--- src/rtl/sup_pkg.sv ---
package sup_pkg;

  typedef enum logic [1:0] {
    ST_HOLD  = 2'd0,
    ST_RUN   = 2'd1,
    ST_PULSE = 2'd2
  } sup_state_e;

  function automatic int unsigned max_u(input int unsigned a, input int unsigned b);
    return (a > b) ? a : b;
  endfunction

endpackage

--- src/rtl/sup_sync.sv ---
module sup_sync #(
  parameter int unsigned WIDTH  = 2,
  parameter int unsigned STAGES = 2
) (
  input  logic             clk,
  input  logic             rst_n,
  input  logic [WIDTH-1:0] async_i,
  output logic [WIDTH-1:0] sync_o
);

  logic [WIDTH-1:0] stage_q [STAGES];

  for (genvar s = 0; s < STAGES; s++) begin : g_stage
    if (s == 0) begin : g_first
      always_ff @(posedge clk or negedge rst_n) begin
        if (!rst_n) stage_q[s] <= '0;
        else        stage_q[s] <= async_i;
      end
    end else begin : g_next
      always_ff @(posedge clk or negedge rst_n) begin
        if (!rst_n) stage_q[s] <= '0;
        else        stage_q[s] <= stage_q[s-1];
      end
    end
  end

  assign sync_o = stage_q[STAGES-1];

endmodule

--- src/rtl/sup_strobe_filt.sv ---
module sup_strobe_filt #(
  parameter int unsigned MIN_CYC = 3
) (
  input  logic clk,
  input  logic rst_n,
  input  logic below_i,
  input  logic mask_i,
  output logic hit_o
);

  localparam int unsigned LW = $clog2(MIN_CYC + 1);
  localparam logic [LW-1:0] LAST = LW'(MIN_CYC - 1);

  logic          armed_q, armed_n;
  logic [LW-1:0] cnt_q, cnt_n;
  logic          at_last;

  assign at_last = (cnt_q == LAST);
  assign hit_o   = !mask_i && below_i && armed_q && at_last;

  always_comb begin
    armed_n = armed_q;
    cnt_n   = cnt_q;
    if (mask_i) begin
      armed_n = 1'b0;
      cnt_n   = '0;
    end else if (!below_i) begin
      armed_n = 1'b1;
      cnt_n   = '0;
    end else if (armed_q) begin
      if (at_last) begin
        armed_n = 1'b0;
        cnt_n   = '0;
      end else begin
        cnt_n = cnt_q + 1'b1;
      end
    end
  end

  always_ff @(posedge clk or negedge rst_n) begin
    if (!rst_n) begin
      armed_q <= 1'b0;
      cnt_q   <= '0;
    end else begin
      armed_q <= armed_n;
      cnt_q   <= cnt_n;
    end
  end

  // one accepted strobe per low excursion
  p_single_hit_r6: assert property (@(posedge clk) disable iff (!rst_n)
    hit_o |=> !hit_o);

  // the low counter never runs past its acceptance point
  p_cnt_bound_r7: assert property (@(posedge clk) disable iff (!rst_n)
    cnt_q <= LAST);

endmodule

--- src/rtl/sup_override_deb.sv ---
module sup_override_deb #(
  parameter int unsigned DEB_CYC = 4
) (
  input  logic clk,
  input  logic rst_n,
  input  logic below_i,
  input  logic mask_i,
  output logic acc_o
);

  localparam int unsigned DW = $clog2(DEB_CYC + 1);
  localparam logic [DW-1:0] LAST = DW'(DEB_CYC - 1);

  logic [DW-1:0] cnt_q, cnt_n;
  logic          cnt_en;
  logic          stable_low;

  assign stable_low = below_i && !mask_i;
  assign acc_o      = stable_low && (cnt_q == LAST);

  always_comb begin
    cnt_en = 1'b0;
    cnt_n  = cnt_q;
    if (!stable_low) begin
      cnt_en = (cnt_q != '0);
      cnt_n  = '0;
    end else if (cnt_q != LAST) begin
      cnt_en = 1'b1;
      cnt_n  = cnt_q + 1'b1;
    end
  end

  always_ff @(posedge clk or negedge rst_n) begin
    if (!rst_n)      cnt_q <= '0;
    else if (cnt_en) cnt_q <= cnt_n;
  end

  if (DEB_CYC > 1) begin : g_deb_chk
    // an override needs the low to have been present the cycle before
    p_deb_needs_history_r9: assert property (@(posedge clk) disable iff (!rst_n)
      acc_o |-> $past(below_i && !mask_i));
  end

  // the debounce counter saturates at its acceptance point
  p_deb_bound_r8: assert property (@(posedge clk) disable iff (!rst_n)
    cnt_q <= LAST);

endmodule

--- src/rtl/sup_fsm.sv ---
module sup_fsm
  import sup_pkg::*;
#(
  parameter int unsigned RST_CYCLES = 20,
  parameter int unsigned WDT_CYCLES = 50
) (
  input  logic clk,
  input  logic rst_n,
  input  logic supply_ok_i,
  input  logic strobe_hit_i,
  input  logic ovr_hit_i,
  output logic pull_low_o,
  output logic wd_trip_o
);

  localparam int unsigned CNT_MAX = max_u(RST_CYCLES, WDT_CYCLES);
  localparam int unsigned CNT_W   = $clog2(CNT_MAX + 1);
  localparam logic [CNT_W-1:0] RST_LAST = CNT_W'(RST_CYCLES - 1);
  localparam logic [CNT_W-1:0] WDT_LAST = CNT_W'(WDT_CYCLES - 1);

  sup_state_e       state_q, state_n;
  logic [CNT_W-1:0] cnt_q, cnt_n;
  logic             cause_q, cause_n;
  logic             cnt_en;

  always_comb begin
    state_n = state_q;
    cnt_n   = cnt_q;
    cause_n = cause_q;
    if (!supply_ok_i) begin
      state_n = ST_HOLD;
      cnt_n   = '0;
      cause_n = 1'b0;
    end else begin
      unique case (state_q)
        ST_HOLD: begin
          if (cnt_q == RST_LAST) begin
            state_n = ST_RUN;
            cnt_n   = '0;
          end else begin
            cnt_n = cnt_q + 1'b1;
          end
        end
        ST_RUN: begin
          if (ovr_hit_i) begin
            state_n = ST_PULSE;
            cnt_n   = '0;
            cause_n = 1'b0;
          end else if (strobe_hit_i) begin
            cnt_n = '0;
          end else if (cnt_q == WDT_LAST) begin
            state_n = ST_PULSE;
            cnt_n   = '0;
            cause_n = 1'b1;
          end else begin
            cnt_n = cnt_q + 1'b1;
          end
        end
        ST_PULSE: begin
          if (cnt_q == RST_LAST) begin
            state_n = ST_RUN;
            cnt_n   = '0;
            cause_n = 1'b0;
          end else begin
            cnt_n = cnt_q + 1'b1;
          end
        end
        default: begin
          state_n = ST_HOLD;
          cnt_n   = '0;
          cause_n = 1'b0;
        end
      endcase
    end
  end

  assign cnt_en = (cnt_n != cnt_q);

  always_ff @(posedge clk or negedge rst_n) begin
    if (!rst_n) begin
      state_q <= ST_HOLD;
      cause_q <= 1'b0;
    end else begin
      state_q <= state_n;
      cause_q <= cause_n;
    end
  end

  always_ff @(posedge clk or negedge rst_n) begin
    if (!rst_n)      cnt_q <= '0;
    else if (cnt_en) cnt_q <= cnt_n;
  end

  assign pull_low_o = !supply_ok_i || (state_q != ST_RUN);
  assign wd_trip_o  = cause_q;

  // a bad supply always lands in the hold state with a cleared count
  p_brownout_hold_r1: assert property (@(posedge clk) disable iff (!rst_n)
    !supply_ok_i |=> (state_q == ST_HOLD) && (cnt_q == '0));

  // leaving the hold only after the full hold-off count
  p_hold_full_r2: assert property (@(posedge clk) disable iff (!rst_n)
    (state_q == ST_RUN && $past(state_q) == ST_HOLD) |-> ($past(cnt_q) == RST_LAST));

  // a watchdog pulse starts only after the full timeout
  p_wd_timeout_r4: assert property (@(posedge clk) disable iff (!rst_n)
    (state_q == ST_PULSE && $past(state_q) == ST_RUN && wd_trip_o)
      |-> ($past(cnt_q) == WDT_LAST));

  // run and pulse counts stay within their windows
  p_run_bound_r5: assert property (@(posedge clk) disable iff (!rst_n)
    (state_q == ST_RUN) |-> (cnt_q <= WDT_LAST));
  p_pulse_bound_r5: assert property (@(posedge clk) disable iff (!rst_n)
    (state_q != ST_RUN) |-> (cnt_q <= RST_LAST));

  // an accepted strobe restarts the watchdog count
  p_strobe_clear_r6: assert property (@(posedge clk) disable iff (!rst_n)
    (state_q == ST_RUN && strobe_hit_i && !ovr_hit_i) |=> (cnt_q == '0));

  // the status flag only accompanies a pulse
  p_status_pulse_r12: assert property (@(posedge clk) disable iff (!rst_n)
    wd_trip_o |-> (state_q == ST_PULSE));

endmodule

--- src/rtl/rst_supervisor.sv ---
module rst_supervisor #(
  parameter int unsigned RST_CYCLES     = 125_000_000,
  parameter int unsigned WDT_CYCLES     = 175_000_000,
  parameter int unsigned DEB_CYCLES     = 2_500_000,
  parameter int unsigned STB_MIN_CYCLES = 125,
  parameter int unsigned SYNC_STAGES    = 2
) (
  input  logic clk,
  input  logic rst_n,
  input  logic supply_ok_i,
  input  logic pin_below_strobe_i,
  input  logic pin_below_logic_i,
  output logic pull_low_o,
  output logic wd_trip_o
);

  localparam int unsigned BLANK = SYNC_STAGES + 1;

  logic [1:0]       pin_sync;
  logic [BLANK-1:0] blank_q;
  logic             mask;
  logic             strobe_hit;
  logic             ovr_hit;

  sup_sync #(
    .WIDTH  (2),
    .STAGES (SYNC_STAGES)
  ) u_sync (
    .clk     (clk),
    .rst_n   (rst_n),
    .async_i ({pin_below_logic_i, pin_below_strobe_i}),
    .sync_o  (pin_sync)
  );

  always_ff @(posedge clk or negedge rst_n) begin
    if (!rst_n) blank_q <= '1;
    else        blank_q <= {blank_q[BLANK-2:0], pull_low_o};
  end

  assign mask = pull_low_o || (|blank_q);

  sup_strobe_filt #(
    .MIN_CYC (STB_MIN_CYCLES)
  ) u_strobe (
    .clk     (clk),
    .rst_n   (rst_n),
    .below_i (pin_sync[0]),
    .mask_i  (mask),
    .hit_o   (strobe_hit)
  );

  sup_override_deb #(
    .DEB_CYC (DEB_CYCLES)
  ) u_deb (
    .clk     (clk),
    .rst_n   (rst_n),
    .below_i (pin_sync[1]),
    .mask_i  (mask),
    .acc_o   (ovr_hit)
  );

  sup_fsm #(
    .RST_CYCLES (RST_CYCLES),
    .WDT_CYCLES (WDT_CYCLES)
  ) u_fsm (
    .clk          (clk),
    .rst_n        (rst_n),
    .supply_ok_i  (supply_ok_i),
    .strobe_hit_i (strobe_hit),
    .ovr_hit_i    (ovr_hit),
    .pull_low_o   (pull_low_o),
    .wd_trip_o    (wd_trip_o)
  );

  // the cycle after the block lets go, no detector fires on the echo
  p_no_self_trigger_r10: assert property (@(posedge clk) disable iff (!rst_n)
    $fell(pull_low_o) |=> (!ovr_hit && !strobe_hit));

  // no detection while the block drives the line itself
  p_own_low_ignored_r10: assert property (@(posedge clk) disable iff (!rst_n)
    pull_low_o |-> (!ovr_hit && !strobe_hit));

endmodule

--- config.mk ---
export PLATFORM = sky130hd
export DESIGN_NAME = rst_supervisor
export DESIGN_NICKNAME = d
export VERILOG_FILES = /design/src/rtl/sup_pkg.sv /design/src/rtl/sup_sync.sv /design/src/rtl/sup_strobe_filt.sv /design/src/rtl/sup_override_deb.sv /design/src/rtl/sup_fsm.sv /design/src/rtl/rst_supervisor.sv
export SDC_FILE = /design/constraint.sdc
export NUM_CORES = 1
export LEC_CHECK = 0
export ABC_CLOCK_PERIOD_IN_PS = 2760
export BUFFER_PORTS_ARGS = -buffer_cell sky130_fd_sc_hd__clkbuf_2
export CELL_PAD_IN_SITES_DETAIL_PLACEMENT = 1
export CELL_PAD_IN_SITES_GLOBAL_PLACEMENT = 1
export CORE_ASPECT_RATIO = 2
export CORE_MARGIN = 2
export CORE_UTILIZATION = 49
export CTS_CLUSTER_SIZE = 24
export DETAILED_ROUTE_END_ITERATION = 10
export GPL_ROUTABILITY_DRIVEN = 0
export PLACE_DENSITY_LB_ADDON = 0.08
export SLEW_MARGIN = 10
export SYNTH_ARGS = -nofsm -noshare
export SYNTH_HDL_FRONTEND = slang
export SYNTH_SLANG_ARGS = --single-unit
--- constraint.sdc ---
create_clock -name clk -period 2.76 [get_ports clk]
set_input_delay 0.69 -clock clk [delete_from_list [all_inputs] [get_ports clk]]
set_output_delay 0.69 -clock clk [all_outputs]
set_load 0.02 [all_outputs]
# Yosys cells after proc, flatten, opt, wreduce, memory -nomap -nowiden
# Index checks and enable logic that the tools add are counted.
[classes]
add_sub_neg = 3
n_eq_ne = 16
muxes = 30
reduce_logical = 16
[ops]
columns = ["op", "count"]
rows = [
  ["$mux 28", 5],
  ["$pmux 28 s2", 1],
  ["$mux 22", 2],
  ["$add 28x1->28 const B", 1],
  ["$eq 28x27->1 const B", 1],
  ["$eq 28x28->1 const B", 1],
  ["$mux 7", 4],
  ["$ne 28x28->1", 1],
  ["$add 22x1->22 const B", 1],
  ["$eq 22x22->1 const B", 1],
  ["$ne 22x22->1 const B", 1],
  ["$reduce_bool 22->1", 1],
  ["$mux 1", 11],
  ["$mux 2", 5],
  ["$add 7x1->7 const B", 1],
  ["$eq 7x7->1 const B", 1],
  ["$ne 3x2->1 const B", 2],
  ["$logic_and 1x1->1", 5],
  ["$ne 2x2->1 const B", 2],
  ["$ne 4x3->1 const B", 1],
  ["$ne 4x4->1 const B", 1],
  ["$pmux 2 s2", 1],
  ["$reduce_and 4->1", 1],
  ["$ne 3x1->1 const B", 1],
  ["other kinds (11)", 13],
]
[totals]
ff_bits = 68
inputBits = 5
output_inout_bits = 2
wordCells = 74

# Depth between registers and ports, before layout
[logic_depth]
word_depth = 12
mapped_depth = 8
ltp_nobuf = 7

# Modules after synthesis
# From an unflattened synthesis, not the netlist that was laid out.
[unflattened]
cells_unflattened = 372
hier_area_um2 = 3702.3
[by_module_without_submodules]
columns = ["module", "instances", "cells_per_inst", "area_per_inst_um2", "seq_area_each_um2"]
rows = [
  ["sup_fsm", 1, 180, 1774.2, 775.7],
  ["sup_override_deb", 1, 134, 1266.2, 550.5],
  ["sup_strobe_filt", 1, 48, 460.4, 200.2],
  ["sup_sync", 1, 6, 115.1, 100.1],
  ["rst_supervisor", 1, 4, 86.3, 78.8],
]

# Worst setup path before layout
# OpenSTA, ideal clock, no wires.
[synth_path]
path_kind = "input-to-reg"
startpoint = "in supply_ok_i"
endpoint = "reg u_fsm.cnt_q[16]"
setup_ns = 0.118
arrival_ns = 1.997
t_required_ns = 2.642
path_slack_ns = 0.645
cell_stages = 7
n_path_buf = 2
cell_sequence = "and3b_1 > and3_1 > clkbuf_1 > a31oi_1 > a22oi_4 > buf_6 > nor2_1"
[synth_between]
elab_chain_len = 12
elab_cells_between_ends = 14
classes_between = "eq/ne (1); mux (4); reduce/logical (9)"
[synth_lines]
columns = ["item", "line", "source"]
rows = [
  ["from (decl)", "rst_supervisor.sv:10", "input logic supply_ok_i,"],
  ["$logic_not 1->1", "sup_fsm.sv:94", "assign pull_low_o = !supply_ok_i || (state_q != ST_RUN);"],
  ["$logic_or 1x1->1", "sup_fsm.sv:94", ""],
  ["$logic_or 1x1->1", "rst_supervisor.sv:40", "assign mask = pull_low_o || (|blank_q);"],
  ["$logic_not 1->1", "sup_strobe_filt.sv:19, sup_override_deb.sv:18", ""],
  ["$logic_and 1x1->1 (3 in series)", "sup_strobe_filt.sv:19", "assign hit_o = !mask_i && below_i && armed_q && at_last;"],
  ["$mux 28", "sup_fsm.sv:49", "end else if (strobe_hit_i) begin"],
  ["$mux 28", "sup_fsm.sv:45", "if (ovr_hit_i) begin"],
  ["$pmux 28 s2", "sup_fsm.sv:35", "unique case (state_q)"],
  ["$mux 28 *", "sup_fsm.sv:30", "if (!supply_ok_i) begin"],
  ["$ne 28x28->1", "sup_fsm.sv:77", "assign cnt_en = (cnt_n != cnt_q);"],
  ["to (signal assigned)", "sup_fsm.sv:91", "else if (cnt_en) cnt_q <= cnt_n;"],
  ["to (decl)", "sup_fsm.sv:22", "logic [CNT_W-1:0] cnt_q, cnt_n;"],
]
# Mark *: on every way between the ends. The rest lies on a longest branch, timed or not.
# A chain may end at the register's enable or synchronous reset.

# Final worst setup path
[layout_path]
startpoint = "reg u_deb.cnt_q[0]"
endpoint = "reg u_fsm.cnt_q[13]"
[layout_between]
elab_chain_len = 6
[layout_lines]
columns = ["item", "line", "source"]
rows = [
  ["from (decl)", "sup_override_deb.sv:14", "logic [DW-1:0] cnt_q, cnt_n;"],
  ["from (signal assigned)", "sup_override_deb.sv:35", "else if (cnt_en) cnt_q <= cnt_n;"],
  ["$eq 22x22->1 *", "sup_override_deb.sv:19", "assign acc_o = stable_low && (cnt_q == LAST);"],
  ["$logic_and 1x1->1 *", "sup_override_deb.sv:19", ""],
  ["$mux 28 *", "sup_fsm.sv:45", ""],
  ["$pmux 28 s2 *", "sup_fsm.sv:35", ""],
  ["$mux 28 *", "sup_fsm.sv:30", ""],
  ["$ne 28x28->1", "sup_fsm.sv:77", ""],
]
# Marked as above.

==> impl_metrics.prom <==
# TYPE chip_impl_metric gauge
chip_impl_metric{name="portBuffers",unit=""} 6
chip_impl_info{name="crit_path_top_delay_cell",value="sky130_fd_sc_hd__nor4_1"} 1
chip_impl_info{name="crit_path_end_kind",value="register"} 1
chip_impl_info{name="critical_path_class",value="reg2reg"} 1
chip_impl_metric{name="drive_above_1_share",unit="%"} 12.6
chip_impl_metric{name="post_cts_resize_count",unit=""} 0
chip_impl_info{name="worst_hold_path_type",value="reg2reg"} 1
chip_impl_metric{name="yosysSeqAreaShare",unit="%"} 48.6
chip_impl_info{name="cp_cell_sequence",value="ha_1 -> nand3_1 -> nor4_1 -> a31oi_1 -> a22oi_4 -> buf_12 -> nor2_1"} 1
chip_impl_metric{name="clock_sink_count",unit=""} 68
chip_impl_metric{name="initial_core_util",unit="%"} 50.6
chip_impl_metric{name="synthesis.area",unit="mm2"} 0.00351
chip_impl_metric{name="grt_use_total",unit="%"} 25.7
chip_impl_metric{name="globalRoute.totalOverflow",unit=""} 0
chip_impl_metric{name="antenna_cells",unit=""} 0
chip_impl_metric{name="netlist_instances",unit=""} 361
chip_impl_metric{name="die_w",unit="um"} 63.9
chip_impl_info{name="synth.area.top_cells",value="sky130_fd_sc_hd__dfrtp_1, sky130_fd_sc_hd__xor2_1, sky130_fd_sc_hd__nor2_1, sky130_fd_sc_hd__nand4_1, sky130_fd_sc_hd__nand3_1"} 1
chip_impl_info{name="tritoncts",value="yes"} 1
chip_impl_metric{name="remaining_drc_errors",unit=""} 0
chip_impl_metric{name="powerDensity",unit="mW/mm2"} 594
chip_impl_metric{name="synth.lib_cells_used.distinct",unit=""} 52
chip_impl_metric{name="maximum_number_of_pins_on_one_net_before_global_route_repair",unit=""} 39
chip_impl_metric{name="async_flop_share",unit="%"} 100
chip_impl_metric{name="timing_max_transition_violations_final",unit=""} 0
chip_impl_metric{name="max_freq",unit="MHz"} 419
chip_impl_info{name="worst_setup_start_kind",value="register"} 1
chip_impl_metric{name="finalSetupTns",unit="ns"} 0
chip_impl_metric{name="synthToLayoutAreaGrowth",unit="%"} 14.9
chip_impl_metric{name="crit_path_max_fanout",unit=""} 26
chip_impl_metric{name="layout_worst_path_cycle_share",unit="%"} 86.4
chip_impl_metric{name="slew_headroom",unit="%"} 51.5
chip_impl_metric{name="detailedRoute.firstIterationViolations",unit=""} 123
chip_impl_metric{name="fin_util",unit="%"} 58.1
chip_impl_metric{name="drt_pre_antenna_iters",unit=""} 4
chip_impl_metric{name="cts-htree-levels",unit=""} 3
chip_impl_metric{name="placeable_core_region",unit="mm2"} 0.00694
chip_impl_metric{name="ant_nets",unit=""} 0
chip_impl_metric{name="number_of_enable_flip_flop_cells_after_synthesis",unit=""} 0
chip_impl_metric{name="finClkSkew",unit="ns"} 0.00907
chip_impl_metric{name="worst_ir_drop_vdd",unit="mV"} 0.418
chip_impl_metric{name="worst_ep_arrival_time",unit="ns"} 2.59
chip_impl_metric{name="dp_hpwl",unit="um"} 6610
chip_impl_info{name="result_of_the_run",value="finished, final reports clean"} 1
chip_impl_metric{name="critical_path_buf_inv_count",unit=""} 1
chip_impl_info{name="mostFrequentLayoutCell",value="sky130_fd_sc_hd__dfrtp_1"} 1
chip_impl_metric{name="postSynthRegisterBits",unit=""} 68
chip_impl_metric{name="worstPathRequired",unit="ns"} 2.97
chip_impl_metric{name="cts_hold_buf",unit=""} 0
chip_impl_metric{name="antenna_found_initial",unit=""} 0
chip_impl_metric{name="average_vias_per_placed_instance",unit=""} 5.89
chip_impl_info{name="cell_accounting_for_the_most_synthesized_area",value="sky130_fd_sc_hd__dfrtp_1"} 1
chip_impl_metric{name="num_vias",unit=""} 2775
chip_impl_metric{name="cts-root-to-sink-buffers",unit=""} 2
chip_impl_metric{name="layout.filler_cells",unit=""} 756
chip_impl_metric{name="postCtsSetupRepairBufs",unit=""} 0
chip_impl_info{name="rsz0062_at_grt",value="false"} 1
chip_impl_metric{name="synthDominantCellAreaShare",unit="%"} 46.3
chip_impl_metric{name="placementRows",unit=""} 43
chip_impl_metric{name="synth_fp_nets",unit=""} 371
chip_impl_metric{name="clock_insertion_delay_worst_skew",unit="ns"} 0.33
chip_impl_metric{name="postSynthAreaPerCell",unit="um2"} 9.73
chip_impl_metric{name="design.die.area",unit="mm2"} 0.00790
chip_impl_metric{name="setup-violations-final",unit=""} 0
chip_impl_metric{name="power.static_leakage",unit="nW"} 1.70
chip_impl_info{name="cell_class_contributing_the_biggest_share_of_worst_path_delay",value="simple AND/OR/NAND/NOR gates"} 1
chip_impl_metric{name="total_number_of_yosys_warnings",unit=""} 0
chip_impl_metric{name="wire_per_inst",unit="um"} 19.4
chip_impl_metric{name="die_height",unit="um"} 124
chip_impl_metric{name="max_stage_delay",unit="ns"} 0.55
chip_impl_metric{name="number_of_nets_in_the_layout",unit=""} 386
chip_impl_metric{name="cts_inserted_buffers",unit=""} 9
chip_impl_metric{name="boundaryPins",unit=""} 7
chip_impl_metric{name="final_period_minus_worst_setup_slack",unit="ns"} 2.38
chip_impl_info{name="cts_root_buf",value="sky130_fd_sc_hd__clkbuf_16"} 1
chip_impl_info{name="postSynth.topFlopCell",value="sky130_fd_sc_hd__dfrtp_1"} 1
chip_impl_metric{name="global_route_wire_length_before_repair",unit="um"} 15300
chip_impl_info{name="mostFrequentLayoutCells",value="sky130_fd_sc_hd__dfrtp_1, sky130_fd_sc_hd__nor2_1, sky130_fd_sc_hd__xor2_1"} 1
chip_impl_metric{name="first_global_vias",unit=""} 3075
chip_impl_metric{name="worst_slew_pin_slew",unit="ns"} 0.728
chip_impl_metric{name="finalHoldViolCount",unit=""} 0
chip_impl_metric{name="maxCapViolCount",unit=""} 0
chip_impl_metric{name="wirelength",unit="um"} 9150
chip_impl_metric{name="clk_transition_reported_paths",unit="ns"} 0.05
[area by class of cell]
type,count,area (um2),area share (%)
Clock inverter,6,111,2.76
Sequential cell,68,1710,42.3
Clock buffer,10,239,5.92
Tap cell,90,113,2.79
Multi-Input combinational cell,272,1710,42.4
Timing Repair Buffer,14,115,2.85
Inverter,11,41.3,1.02
[path summary, 6_finish.rpt]
check | start | endpoint | slack, ns | depth (start not counted)
worst min-delay path | u_sync.stage_q[2] | u_sync.sync_o[0] | 0.36 | 0
worst max register to register | u_deb.cnt_q[0] | u_fsm.cnt_q[13] | 0.38 | 7
min in group asynchronous | rst_n | u_strobe.cnt_q[5] | 0.42 | 1
max in group asynchronous | rst_n | u_fsm.cnt_q[16] | 1.68 | 2
worst max-delay path | u_deb.cnt_q[0] | u_fsm.cnt_q[13] | 0.38 | 7
worst min register to register | u_sync.stage_q[2] | u_sync.sync_o[0] | 0.36 | 0
[report_power, final]
part	total, mW	switching, mW	internal [mW]
Sequential	1.01	0.00610	1.00
Clock	1.34	0.430	0.907
Combinational	0.0500	0.0350	0.0149
[state kept, by name, summed over array words and instances (netlist names)]
name and cells:
u_fsm.cnt_q 28, u_deb.cnt_q 22, u_strobe.cnt_q 7, blank_q 3
u_fsm.state_q 2, u_sync.stage_q 2, u_sync.sync_o 2, u_fsm.wd_trip_o 1
u_strobe.armed_q 1
[routing by layer]
metal,GRT usage [%],vias up,wire (um)
li1,-,1303,-
met1,24.9,1413,3160
met2,50.8,35,5490
met4,13.2,0,337
met5,0,-,0
met3,3.70,24,155
[cells in the mapped netlist (2+ instances only)]
cell type / n
sky130_fd_sc_hd__a21oi_1: 6
sky130_fd_sc_hd__a31oi_1: 3
sky130_fd_sc_hd__and2_1: 3
sky130_fd_sc_hd__and3_1: 10
sky130_fd_sc_hd__and4_1: 4
sky130_fd_sc_hd__buf_6: 2
sky130_fd_sc_hd__clkbuf_1: 7
sky130_fd_sc_hd__dfrtp_1: 65
sky130_fd_sc_hd__dfstp_2: 3
sky130_fd_sc_hd__ha_1: 5
sky130_fd_sc_hd__inv_1: 11
sky130_fd_sc_hd__nand2_1: 23
sky130_fd_sc_hd__nand3_1: 24
sky130_fd_sc_hd__nand3b_1: 2
sky130_fd_sc_hd__nand4_1: 20
sky130_fd_sc_hd__nand4b_1: 3
sky130_fd_sc_hd__nor2_1: 55
sky130_fd_sc_hd__nor2_2: 5
sky130_fd_sc_hd__nor2b_1: 3
sky130_fd_sc_hd__nor3_1: 7
sky130_fd_sc_hd__nor3b_1: 2
sky130_fd_sc_hd__nor4_1: 4
sky130_fd_sc_hd__nor4_2: 2
sky130_fd_sc_hd__o2111ai_1: 2
sky130_fd_sc_hd__o211ai_1: 3
sky130_fd_sc_hd__o21a_1: 2
sky130_fd_sc_hd__o21ai_0: 16
sky130_fd_sc_hd__o31ai_1: 3
sky130_fd_sc_hd__or2_2: 2
sky130_fd_sc_hd__or4_1: 2
sky130_fd_sc_hd__or4bb_1: 2
sky130_fd_sc_hd__xnor2_1: 7
sky130_fd_sc_hd__xor2_1: 34
[per-stage QoR]
stage                     hold WS [ns]  power (mW)  cells  setup WS [ns]  cell area [um2]
after CTS                        0.358        2.42    471          0.364             4040
after detailed placement         0.343        1.08    455          0.416             3680
after global placement           0.334        1.08    455          0.496             3680
final                            0.357        2.40    471          0.376             4040
after floorplan                  0.331        1.04    361          0.645             3510
after global routing             0.360        2.47    471          0.176             4040
[logic make-up (layout without fill, tap and decap cells)]
group / after synthesis / count (layout) / synth area share [%]
fa+ha+maj: 5 / 5 / 1.78
compound gates: 43 / 43 / 8.20
buf+inv: 21 / 41 / 2.71
flops: 68 / 68 / 48.6
simple gates: 181 / 181 / 27.9
mux: 2 / 2 / 0.606
xor+xnor: 41 / 41 / 10.2
No activity file was read; power rests on OpenSTA's default activity.
